$ cat src/rtl/fpu_fwd_pkg.sv
// Shared definitions for the FPU forwarding unit.
// Assumes: operand source kinds are ordered by nothing; the encoding is free.
package fpu_fwd_pkg;

    // Where the reader's operand comes from in the current cycle
    typedef enum logic [2:0] {
        SRC_RF      = 3'd0,   // register file, no in-flight writer
        SRC_E3_LIVE = 3'd1,   // arithmetic output, first E3 cycle
        SRC_E3_HOLD = 3'd2,   // holding copy, producer frozen in E3
        SRC_WB      = 3'd3,   // write-back copy, not yet in the file
        SRC_WAIT    = 3'd4    // producer in an early stage, stall
    } fwd_src_e;

endpackage

$ cat src/rtl/fwd_tracker.sv
// Tag shift chain for in-flight multi-cycle FPU operations.
// Slot 0 is E1, the last slot is write-back. Every slot moves one
// position on each cycle with adv high and holds otherwise.
// Assumes: iss_vld is only meaningful when adv is high.
module fwd_tracker #(
    parameter int unsigned IDX_W = 3,
    parameter int unsigned NSLOT = 4
) (
    input  logic                            clk,
    input  logic                            rst_n,
    input  logic                            adv,
    input  logic                            iss_vld,
    input  logic [IDX_W-1:0]                iss_dst,
    output logic [NSLOT-1:0]                slot_vld,
    output logic [NSLOT-1:0][IDX_W-1:0]     slot_idx
);

    generate
        for (genvar g = 0; g < NSLOT; g++) begin : g_slot
            logic             v_q;
            logic [IDX_W-1:0] i_q;
            if (g == 0) begin : g_head
                // Entry slot: load the issuing operation on advance
                always_ff @(posedge clk) begin
                    if (!rst_n) begin
                        v_q <= 1'b0;
                        i_q <= '0;
                    end else if (adv) begin
                        v_q <= iss_vld;
                        i_q <= iss_dst;
                    end
                end
            end else begin : g_body
                // Later slot: take the tag of the slot before it on advance
                always_ff @(posedge clk) begin
                    if (!rst_n) begin
                        v_q <= 1'b0;
                        i_q <= '0;
                    end else if (adv) begin
                        v_q <= slot_vld[g-1];
                        i_q <= slot_idx[g-1];
                    end
                end
            end
            assign slot_vld[g] = v_q;
            assign slot_idx[g] = i_q;
        end
    endgenerate

    // A frozen cycle leaves every tag where it was
    assert_freeze_R3: assert property (@(posedge clk) disable iff (!rst_n)
        (rst_n && !adv) |=> ($stable(slot_vld) && $stable(slot_idx)));

    // A non-frozen cycle moves the head tag one step
    assert_advance_R3: assert property (@(posedge clk) disable iff (!rst_n)
        (rst_n && adv) |=> (slot_vld[1] == $past(slot_vld[0])));

endmodule

$ cat src/rtl/fwd_result_hold.sv
// Result capture for the last execute stage and the write-back stage.
// The arithmetic output is trusted only in the first cycle a producer
// spends in E3. That value is copied into a holding register, so that a
// freeze over E3 cannot lose it. It then moves to a write-back copy.
// Assumes: e3_result is valid whenever e3_fresh is high.
module fwd_result_hold #(
    parameter int unsigned DATA_W = 32
) (
    input  logic              clk,
    input  logic              rst_n,
    input  logic              adv,
    input  logic              e2_vld,
    input  logic              e3_vld,
    input  logic [DATA_W-1:0] e3_result,
    output logic              e3_fresh,
    output logic [DATA_W-1:0] e3_live,
    output logic [DATA_W-1:0] w_data
);

    logic [DATA_W-1:0] e3_hold;

    // First-cycle flag: set for exactly one cycle after a producer enters E3
    always_ff @(posedge clk) begin
        if (!rst_n)   e3_fresh <= 1'b0;
        else if (adv) e3_fresh <= e2_vld;
        else          e3_fresh <= 1'b0;
    end

    // Holding register: sample the arithmetic output in the first E3 cycle
    always_ff @(posedge clk) begin
        if (!rst_n)        e3_hold <= '0;
        else if (e3_fresh) e3_hold <= e3_result;
    end

    // The valid E3 value: live in the first cycle, held afterwards
    always_comb begin
        e3_live = e3_fresh ? e3_result : e3_hold;
    end

    // Write-back copy: follows the producer out of E3
    always_ff @(posedge clk) begin
        if (!rst_n)   w_data <= '0;
        else if (adv) w_data <= e3_live;
    end

    // A producer frozen in E3 keeps its held result
    assert_hold_stable_R6: assert property (@(posedge clk) disable iff (!rst_n)
        (rst_n && !adv && e3_vld && !e3_fresh) |=> $stable(e3_hold));

    // The first-cycle flag never lasts two cycles
    assert_fresh_single_R6: assert property (@(posedge clk) disable iff (!rst_n)
        e3_fresh |=> !e3_fresh || $past(adv));

endmodule

$ cat src/rtl/fwd_match.sv
// Source compare and bypass selection.
// Compares the reader's source index with every in-flight tag. It picks
// the youngest match (lowest slot) and turns its stage into a bypass
// choice or a wait.
// Assumes: slot 0 is the youngest; slots NSLOT-2 and NSLOT-1 are E3 and W.
module fwd_match
    import fpu_fwd_pkg::*;
#(
    parameter int unsigned IDX_W  = 3,
    parameter int unsigned DATA_W = 32,
    parameter int unsigned NSLOT  = 4
) (
    input  logic                            clk,
    input  logic                            rst_n,
    input  logic                            rd_vld,
    input  logic [IDX_W-1:0]                rd_src,
    input  logic [NSLOT-1:0]                slot_vld,
    input  logic [NSLOT-1:0][IDX_W-1:0]     slot_idx,
    input  logic                            e3_fresh,
    input  logic [DATA_W-1:0]               e3_live,
    input  logic [DATA_W-1:0]               w_data,
    input  logic [DATA_W-1:0]               rf_rdata,
    output fwd_src_e                        sel,
    output logic                            hazard,
    output logic [DATA_W-1:0]               fwd_data
);

    localparam int unsigned POS_W = (NSLOT > 2) ? $clog2(NSLOT) : 1;
    localparam logic [POS_W-1:0] E3_POS = POS_W'(NSLOT - 2);

    logic [NSLOT-1:0] hit_vec;
    logic             found;
    logic [POS_W-1:0] hit_pos;

    generate
        for (genvar g = 0; g < NSLOT; g++) begin : g_cmp
            // Per-slot tag compare
            assign hit_vec[g] = rd_vld && slot_vld[g] && (slot_idx[g] == rd_src);
        end
    endgenerate

    // Youngest-match priority: scan oldest to youngest, last hit wins
    always_comb begin
        found   = 1'b0;
        hit_pos = '0;
        for (int i = NSLOT - 1; i >= 0; i--) begin
            if (hit_vec[i]) begin
                found   = 1'b1;
                hit_pos = POS_W'(i);
            end
        end
    end

    // Stage of the youngest match to bypass source
    always_comb begin
        if (!found)                 sel = SRC_RF;
        else if (hit_pos < E3_POS)  sel = SRC_WAIT;
        else if (hit_pos == E3_POS) sel = e3_fresh ? SRC_E3_LIVE : SRC_E3_HOLD;
        else                        sel = SRC_WB;
    end

    // Bypass multiplexer
    always_comb begin
        case (sel)
            SRC_E3_LIVE,
            SRC_E3_HOLD: fwd_data = e3_live;
            SRC_WB:      fwd_data = w_data;
            default:     fwd_data = rf_rdata;
        endcase
        hazard = (sel == SRC_WAIT);
    end

    // The live arithmetic output is used only in a first E3 cycle
    assert_live_only_fresh_R5: assert property (@(posedge clk) disable iff (!rst_n)
        (sel == SRC_E3_LIVE) |-> e3_fresh);

    // A wait is never raised without a reader
    assert_wait_needs_reader_R4: assert property (@(posedge clk) disable iff (!rst_n)
        hazard |-> (rd_vld && (slot_vld[0] || slot_vld[1])));

endmodule

$ cat src/rtl/fpu_fwd_unit.sv
// FPU result forwarding and hazard unit (top).
// Tracks multi-cycle FPU operations, supplies each reader the newest
// value of its source register and requests a stall while that value is
// not yet produced. Results stay available through freezes of any length.
// Assumes: the register file applies wb_* at the edge they are shown;
// no issue is made while a reader is held by stall_req.
module fpu_fwd_unit
    import fpu_fwd_pkg::*;
#(
    parameter int unsigned NUM_REGS  = 8,
    parameter int unsigned DATA_W    = 32,
    parameter int unsigned EX_STAGES = 3
) (
    input  logic                        clk,
    input  logic                        rst_n,
    input  logic                        ext_stall,
    input  logic                        iss_vld,
    input  logic [$clog2(NUM_REGS)-1:0] iss_dst,
    input  logic [DATA_W-1:0]           e3_result,
    input  logic                        rd_vld,
    input  logic [$clog2(NUM_REGS)-1:0] rd_src,
    input  logic                        rd_to_cpu,
    input  logic [DATA_W-1:0]           rf_rdata,
    output logic                        stall_req,
    output logic                        wb_we,
    output logic [$clog2(NUM_REGS)-1:0] wb_idx,
    output logic [DATA_W-1:0]           wb_data,
    output logic                        cpu_opnd_vld,
    output logic                        fpu_opnd_vld,
    output logic [DATA_W-1:0]           opnd_data
);

    localparam int unsigned IDX_W = $clog2(NUM_REGS);
    localparam int unsigned NSLOT = EX_STAGES + 1;
    localparam int unsigned E2_POS = NSLOT - 3;
    localparam int unsigned E3_POS = NSLOT - 2;
    localparam int unsigned W_POS  = NSLOT - 1;

    logic                        adv;
    logic [NSLOT-1:0]            slot_vld;
    logic [NSLOT-1:0][IDX_W-1:0] slot_idx;
    logic                        e3_fresh;
    logic [DATA_W-1:0]           e3_live;
    logic [DATA_W-1:0]           w_data;
    fwd_src_e                    sel;
    logic                        hazard;
    logic [DATA_W-1:0]           fwd_data;
    logic                        capture;

    // Pipeline motion: everything moves unless frozen
    always_comb begin
        adv     = !ext_stall;
        capture = rd_vld && adv && !hazard;
    end

    fwd_tracker #(.IDX_W(IDX_W), .NSLOT(NSLOT)) u_tracker (
        .clk      (clk),
        .rst_n    (rst_n),
        .adv      (adv),
        .iss_vld  (iss_vld),
        .iss_dst  (iss_dst),
        .slot_vld (slot_vld),
        .slot_idx (slot_idx)
    );

    fwd_result_hold #(.DATA_W(DATA_W)) u_hold (
        .clk       (clk),
        .rst_n     (rst_n),
        .adv       (adv),
        .e2_vld    (slot_vld[E2_POS]),
        .e3_vld    (slot_vld[E3_POS]),
        .e3_result (e3_result),
        .e3_fresh  (e3_fresh),
        .e3_live   (e3_live),
        .w_data    (w_data)
    );

    fwd_match #(.IDX_W(IDX_W), .DATA_W(DATA_W), .NSLOT(NSLOT)) u_match (
        .clk      (clk),
        .rst_n    (rst_n),
        .rd_vld   (rd_vld),
        .rd_src   (rd_src),
        .slot_vld (slot_vld),
        .slot_idx (slot_idx),
        .e3_fresh (e3_fresh),
        .e3_live  (e3_live),
        .w_data   (w_data),
        .rf_rdata (rf_rdata),
        .sel      (sel),
        .hazard   (hazard),
        .fwd_data (fwd_data)
    );

    // Write-back port and stall request
    always_comb begin
        stall_req = hazard;
        wb_we     = slot_vld[W_POS] && adv;
        wb_idx    = slot_idx[W_POS];
        wb_data   = w_data;
    end

    // Operand capture register, routed by reader kind
    always_ff @(posedge clk) begin
        if (!rst_n) begin
            cpu_opnd_vld <= 1'b0;
            fpu_opnd_vld <= 1'b0;
            opnd_data    <= '0;
        end else begin
            cpu_opnd_vld <= capture && rd_to_cpu;
            fpu_opnd_vld <= capture && !rd_to_cpu;
            if (capture) opnd_data <= fwd_data;
        end
    end

    // A blocked reader produces no operand next cycle
    assert_no_capture_blocked_R10: assert property (@(posedge clk) disable iff (!rst_n)
        (rst_n && rd_vld && (ext_stall || stall_req)) |=> !(cpu_opnd_vld || fpu_opnd_vld));

    // An operand goes to one destination kind only
    assert_single_route_R10: assert property (@(posedge clk) disable iff (!rst_n)
        !(cpu_opnd_vld && fpu_opnd_vld));

    // No register file write during a freeze
    assert_wb_frozen_R2: assert property (@(posedge clk) disable iff (!rst_n)
        ext_stall |-> !wb_we);

endmodule

$ cat config.mk
export PLATFORM = sky130hd
export DESIGN_NAME = fpu_fwd_unit
export DESIGN_NICKNAME = d
export VERILOG_FILES = /design/src/rtl/fpu_fwd_pkg.sv /design/src/rtl/fwd_tracker.sv /design/src/rtl/fwd_result_hold.sv /design/src/rtl/fwd_match.sv /design/src/rtl/fpu_fwd_unit.sv
export SDC_FILE = /design/constraint.sdc
export NUM_CORES = 1
export LEC_CHECK = 0
export CORE_MARGIN = 10
export CORE_UTILIZATION = 25
export CTS_CLUSTER_SIZE = 24
export DETAILED_ROUTE_END_ITERATION = 8
export MAX_ROUTING_LAYER = met4
export PLACE_DENSITY_LB_ADDON = 0.15
export SYNTH_ARGS = -nofsm -noshare
export SYNTH_HDL_FRONTEND = slang
export SYNTH_SLANG_ARGS = --single-unit
$ cat constraint.sdc
create_clock -name clk -period 4.1 [get_ports clk]
set_input_delay 1.025 -clock clk [delete_from_list [all_inputs] [get_ports clk]]
set_output_delay 1.025 -clock clk [all_outputs]
set_load 0.005 [all_outputs]
==> impl_metrics.yaml, run 1 <==
run_status:
  status: "finished clean"
sta:
  relSlewSlack_pct: 22.6
  rsz0062_at_grt: "false"
  final_hold_viol_count: 0
  clock_skew_ps: 9.31
  worstMarginPinSlew_ps: 1160
  slew_viol_final: 0
  fmax_mhz: 264
  final.setup.worst_slack_ps: 308
  fin_tns_setup_ps: 0
  setup_violations: 0
  fin_crit_sh_pct: 92.5
  min_period_ps: 3790
setup_path:
  start_kind: "input port"
  r2r_start: "u_tracker.g_slot[0].i_q[1]$_SDFFE_PN0N_"
  rr_endpoint: "cpu_opnd_vld$_SDFF_PN0_"
  end_kind: "output pin"
  critPathRequiredTime_ps: 3070
  critical_path_class: "input port to output pin"
  critical_path_arrival_ps: 2770
  r2r_slack_ps: 1590
  r2r_cells: 5
  crit_fanout: 3
power_and_ir_drop:
  switching_share_pct: 22.8
  power_frac_comb_pct: 9.8
  power.density_mw_per_mm2: 399
  power.share.clock_pct: 51.9
  p_sw_mw: 0.696
  ir_drop_uv: 241
  p_leak_nw: 3.10
  total_power_mw: 3.06
  sequentialPowerShare_pct: 38.4
  cellInternalPower_mw: 2.36
detailed_routing:
  drcViolationCount: 0
  wl_um: 19900
  drtAntennaViolNets: 0
  vias_per_cell: 5.09
  first_pass_iters: 4
  num_vias: 4888
  drt_iter0_drc: 242
  post_drt_wl_per_cell_um: 20.7
grt:
  grt_pass1_vias: 5215
  track_usage_pct: 14.5
  gr-total-overflow: 0
  grt_start_max_net_pins: 65
  antenna_found_initial: 0
  grt_pass1_wl_um: 31100
hold_path:
  worstHoldPathCells: 1
  hold_class: "register to register"
  hold_start: "u_tracker.g_slot[1].v_q$_SDFFE_PN0N_"
  min_to: "u_hold.e3_fresh$_SDFF_PP0_"
final_layout:
  areaGrowthSynthToFinish_pct: 43.1
  nFillCells: 2121
  multi_input_area_mm2: 0.00281
  layout_common_cells: "clkdlybuf4s50_1, dfxtp_1, mux2i_1"
  final_common_cell: "clkdlybuf4s50_1"
  drive_gt1_share_pct: 13.1
  seq_area_mm2: 0.00230
  nets: 749
  num_antenna_cells: 0
synthesis:
  seq_area_frac_synth_pct: 43.0
  synth_compound_area_share_pct: 9.09
  synthAdderAreaFrac_pct: 0
  synthCells: 563
  synth-seq-cells: 115
  syn_area_mm2: 0.00535
  synthXorXnorAreaFrac_pct: 1.96
  muxShareOfSynthArea_pct: 21.7
  synth.avg_cell_area_um2: 9.51
  synth_cell_types: 22
  synth_top_family_by_area: "multiplexers"
  synth_warnings: 0
  synthSimpleGateAreaFrac_pct: 18.5
  syn_nets: 639
placed_design:
  io_buffers: 146
  place_congestion: 0.723
  place_ws_ps: -1.53
  dp_hpwl_um: 12400
clock_tree:
  clockRootBuffer: "clkbuf_16"
  cts.path.max_buffers: 2
  worst_skew_pair.late_latency_ps: 420
  cts_tree: "built"
  cts.sinks: 115
  clk_pin_slew_worst_paths_ps: 50
  htree_levels: 4
  numCtsBuffers: 17
  hold_buffers: 0
floorplan:
  start_util_pct: 25.5
  io_pins: 147
  core-area_mm2: 0.0210
  die_h_um: 166
  rows: 53
  design.die.area_mm2: 0.0277
  die_x_um: 166
flow_run:
  cap_violations: 0
## power groups by stage
| stage | Clock, mW | Sequential, mW | Combinational, mW |
|---|---|---|---|
| finish | 1.59 | 1.17 | 0.299 |
| global route | 1.67 | 1.18 | 0.321 |
| CTS | 1.62 | 1.17 | 0.302 |
| detailed placement | 0 | 1.20 | 0.301 |
| global placement | 0 | 1.19 | 0.299 |
| floorplan | 0 | 1.19 | 0.127 |
## state kept, by name (all words and copies together) (netlist names)
signal,cells
cpu_opnd_vld,1
fpu_opnd_vld,1
opnd_data,32
u_hold.e3_fresh,1
u_hold.e3_hold,32
u_hold.w_data,32
u_tracker.g_slot.i_q,12
u_tracker.g_slot.v_q,4
## final cells by class
cell class	instances	area share (%)
clock buffers	24	6.68
clock inverters	8	1.58
inverters	1	0.0490
multi-input cells	379	36.7
flip-flops and latches	115	30.1
well taps	275	4.49
repair buffers	159	20.4
## logic make-up after synthesis
family                 after synthesis
multiplexers                       112
AO/OA/AOI/OAI                       64
flip-flops                         115
XOR/XNOR                            12
buffers and inverters               69
AND/OR/NAND/NOR                    191
## worst max-delay path by stage
stage / from / endpoint / slack (ps) / depth (start not counted)
floorplan: rd_vld / stall_req / 950 / 6
global placement: rd_src[1] / stall_req / 20 / 5
detailed placement: rd_src[2] / stall_req / -2 / 5
CTS: rd_src[2] / stall_req / 270 / 5
global route: rd_src[1] / stall_req / 210 / 5
finish: rd_src[2] / stall_req / 310 / 5
## critical path, stage by stage
cell and delay (ps):
clkdlybuf4s50_1 490, xor2_1 170, or4_2 660, nand2_1 130, dlygate4sd2_1 300
## layer usage
layer	vias to the layer above	share of wire (%)	track usage [%]
li1	2292	-	-
met1	2426	45	17.1
met2	149	49	23.8
met3	21	4.9	3.69
met4	0	1.3	4.31
met5	-	0	-
## cell usage after synthesis
master	n	share of area (%)
dfxtp_1	115	43
mux2i_1	80	15
nand3_1	64	6.0
nor2_1	48	3.4
clkbuf_1	43	3.0
a31oi_1	32	3.7
and2_1	32	3.7
mux2_2	32	6.7
nor4_1	32	3.7
a311oi_1	31	5.1
xor2_1	12	2.0
buf_1	11	0.77
buf_2	7	0.65
nand2_1	5	0.35
buf_6	4	0.84
or4_1	4	0.56
buf_4	3	0.42
and3_1	2	0.23
nor2b_1	2	0.23
nor3b_1	2	0.28
a311oi_2	1	0.28
inv_2	1	0.070
## repair_timing
item                                    4_1_cts  5_1_grt
setup buffers                                 0        0
endpoints found under the setup margin        1        0
resized for setup                             1        0
## stage by stage
stage                     util [%]  instances  hold WS, ps  instance area, um^2
after floorplan                  -        563          482                 5350
after global placement        33.4        929          504                 7030
after detailed placement      33.4        929          497                 7030
after CTS                     36.5        961          514                 7660
after global routing          36.5        961          542                 7660
final                         36.5        961          517                 7660
Power figures use the tool's default switching activity.
==> inputs of run 2 (changes only) <==
--- a/config.mk
+++ b/config.mk
@@ -5,6 +5,7 @@
 export SDC_FILE = /design/constraint.sdc
 export NUM_CORES = 1
 export LEC_CHECK = 0
+export ABC_CLOCK_PERIOD_IN_PS = 4100
 export CORE_MARGIN = 10
 export CORE_UTILIZATION = 25
 export CTS_CLUSTER_SIZE = 24
==> results of run 2 <==
The final DEF is identical to that of run 1; final timing and power are the same.
==> inputs of run 3 (changes only) <==
--- a/config.mk
+++ b/config.mk
@@ -5,9 +5,10 @@
 export SDC_FILE = /design/constraint.sdc
 export NUM_CORES = 1
 export LEC_CHECK = 0
-export ABC_CLOCK_PERIOD_IN_PS = 4100
+export ABC_CLOCK_PERIOD_IN_PS = 4000
 export CORE_MARGIN = 10
 export CORE_UTILIZATION = 25
+export CTS_CLUSTER_DIAMETER = 40
 export CTS_CLUSTER_SIZE = 24
 export DETAILED_ROUTE_END_ITERATION = 8
 export MAX_ROUTING_LAYER = met4
==> constraint.sdc (replaced) <==
create_clock -name clk -period 4 [get_ports clk]
set_input_delay 1 -clock clk [delete_from_list [all_inputs] [get_ports clk]]
set_output_delay 1 -clock clk [all_outputs]
set_load 0.005 [all_outputs]
==> impl_metrics.yaml, run 3 (synthesis gave the netlist of run 1 again) <==
final_layout:
  final_common_cell: "clkdlybuf4s50_1"
  nets: 750
  drive_gt1_share_pct: 13.1
  areaGrowthSynthToFinish_pct: 42.9
  nFillCells: 2075
  seq_area_mm2: 0.00230
  layout_common_cells: "clkdlybuf4s50_1, dfxtp_1, mux2i_1"
  multi_input_area_mm2: 0.00281
  final-instance-count-excl-fill: 961
  num_antenna_cells: 0
  reg_top3: "opnd_data: 32 flops, u_hold.e3_hold: 32 flops, u_hold.w_data: 32 flops"
floorplan:
  io_pins: 147
  die_x_um: 166
  design.die.area_mm2: 0.0277
  die_h_um: 166
  start_util_pct: 25.5
  core-area_mm2: 0.0210
  rows: 53
detailed_routing:
  drtAntennaViolNets: 0
  drt_iter0_drc: 332
  post_drt_wl_per_cell_um: 20.8
  vias_per_cell: 5.03
  wl_um: 20000
  drcViolationCount: 0
  num_vias: 4831
  first_pass_iters: 5
setup_path:
  start_kind: "input port"
  critical_path_arrival_ps: 2740
  critical_path_class: "input port to output pin"
  critPathRequiredTime_ps: 3000
  r2r_slack_ps: 1470
  setup.worst_path.start: "rd_src[2]"
  end_kind: "output pin"
  r2r_start: "u_tracker.g_slot[0].i_q[1]$_SDFFE_PN0N_"
  r2r_cells: 5
  rr_endpoint: "opnd_data[29]$_SDFFE_PN0P_"
  crit_fanout: 3
  crit_path_end: "stall_req"
sta:
  final.setup.worst_slack_ps: 255
  setup_violations: 0
  final_hold_viol_count: 0
  relSlewSlack_pct: 21.9
  clock_skew_ps: 8.70
  worstMarginPinSlew_ps: 1170
  min_period_ps: 3740
  rsz0062_at_grt: "false"
  fin_tns_setup_ps: 0
  slew_viol_final: 0
  fmax_mhz: 267
  fin_crit_sh_pct: 93.6
clock_tree:
  clockRootBuffer: "clkbuf_16"
  worst_skew_pair.late_latency_ps: 410
  clk_pin_slew_worst_paths_ps: 50
  cts_setup_buffers: 0
  hold_buffers: 0
  cts.sinks: 115
  htree_levels: 4
  numCtsBuffers: 17
  cts.path.max_buffers: 2
  cts_tree: "built"
  cts_resized: 1
grt:
  grt_pass1_wl_um: 31000
  grt_start_max_net_pins: 65
  grt_pass1_vias: 5219
  antenna_found_initial: 0
  track_usage_pct: 14.5
  gr-total-overflow: 0
placed_design:
  place_congestion: 0.737
  io_buffers: 146
  dp_hpwl_um: 12500
  placed_cells: 930
  place_ws_ps: -55.0
hold_path:
  hold_class: "register to register"
  hold_start: "u_tracker.g_slot[1].v_q$_SDFFE_PN0N_"
flow_run:
  cap_violations: 0
power_and_ir_drop:
  ir_drop_uv: 272
  total_power_mw: 3.08
  power.density_mw_per_mm2: 403
  p_leak_nw: 3.09
run_status:
  status: "finished clean"
[run 3: area by class of cell]
class	count	share of cell area, %
repair buffers	160	20.5
well taps	275	4.50
clock buffers	22	6.33
inverters	1	0.0491
flip-flops and latches	115	30.1
clock inverters	9	1.67
multi-input cells	379	36.8
[run 3: worst min path at each step]
| stage | to | slack, ps | depth (start not counted) |
|---|---|---|---|
| detailed placement | u_hold.e3_fresh$_SDFF_PP0_ | 500 | 1 |
| CTS | u_hold.e3_fresh$_SDFF_PP0_ | 520 | 1 |
| global route | u_hold.e3_fresh$_SDFF_PP0_ | 550 | 1 |
| finish | u_hold.e3_fresh$_SDFF_PP0_ | 520 | 1 |
| floorplan | u_hold.e3_fresh$_SDFF_PP0_ | 480 | 1 |
| global placement | u_hold.e3_fresh$_SDFF_PP0_ | 500 | 1 |
[run 3: per-layer routing]
layer / GRT usage, % / vias to the layer above / share of wire (%)
met1: 17.3 / 2384 / 45
met3: 3.17 / 17 / 4.5
met4: 3.86 / 0 / 1.3
li1: - / 2279 / -
met5: - / - / 0
met2: 24.3 / 151 / 49
[run 3: report_power, final]
group          switching, mW  internal [mW]
logic                  0.145          0.163
clock network          0.536           1.04
registers             0.0219           1.18
[run 3: through the flow]
stage	area (um^2)	hold WS (ps)	utilization [%]
floorplan	5350	482	-
global placement	7040	496	33.5
detailed placement	7040	500	33.5
CTS	7650	517	36.4
global route	7650	549	36.4
finish	7650	522	36.4
[run 3: worst max-delay path: stages]
cell and delay (ps):
clkdlybuf4s50_1 490, xor2_1 180, or4_2 660, nand2_1 120
dlygate4sd2_1 290
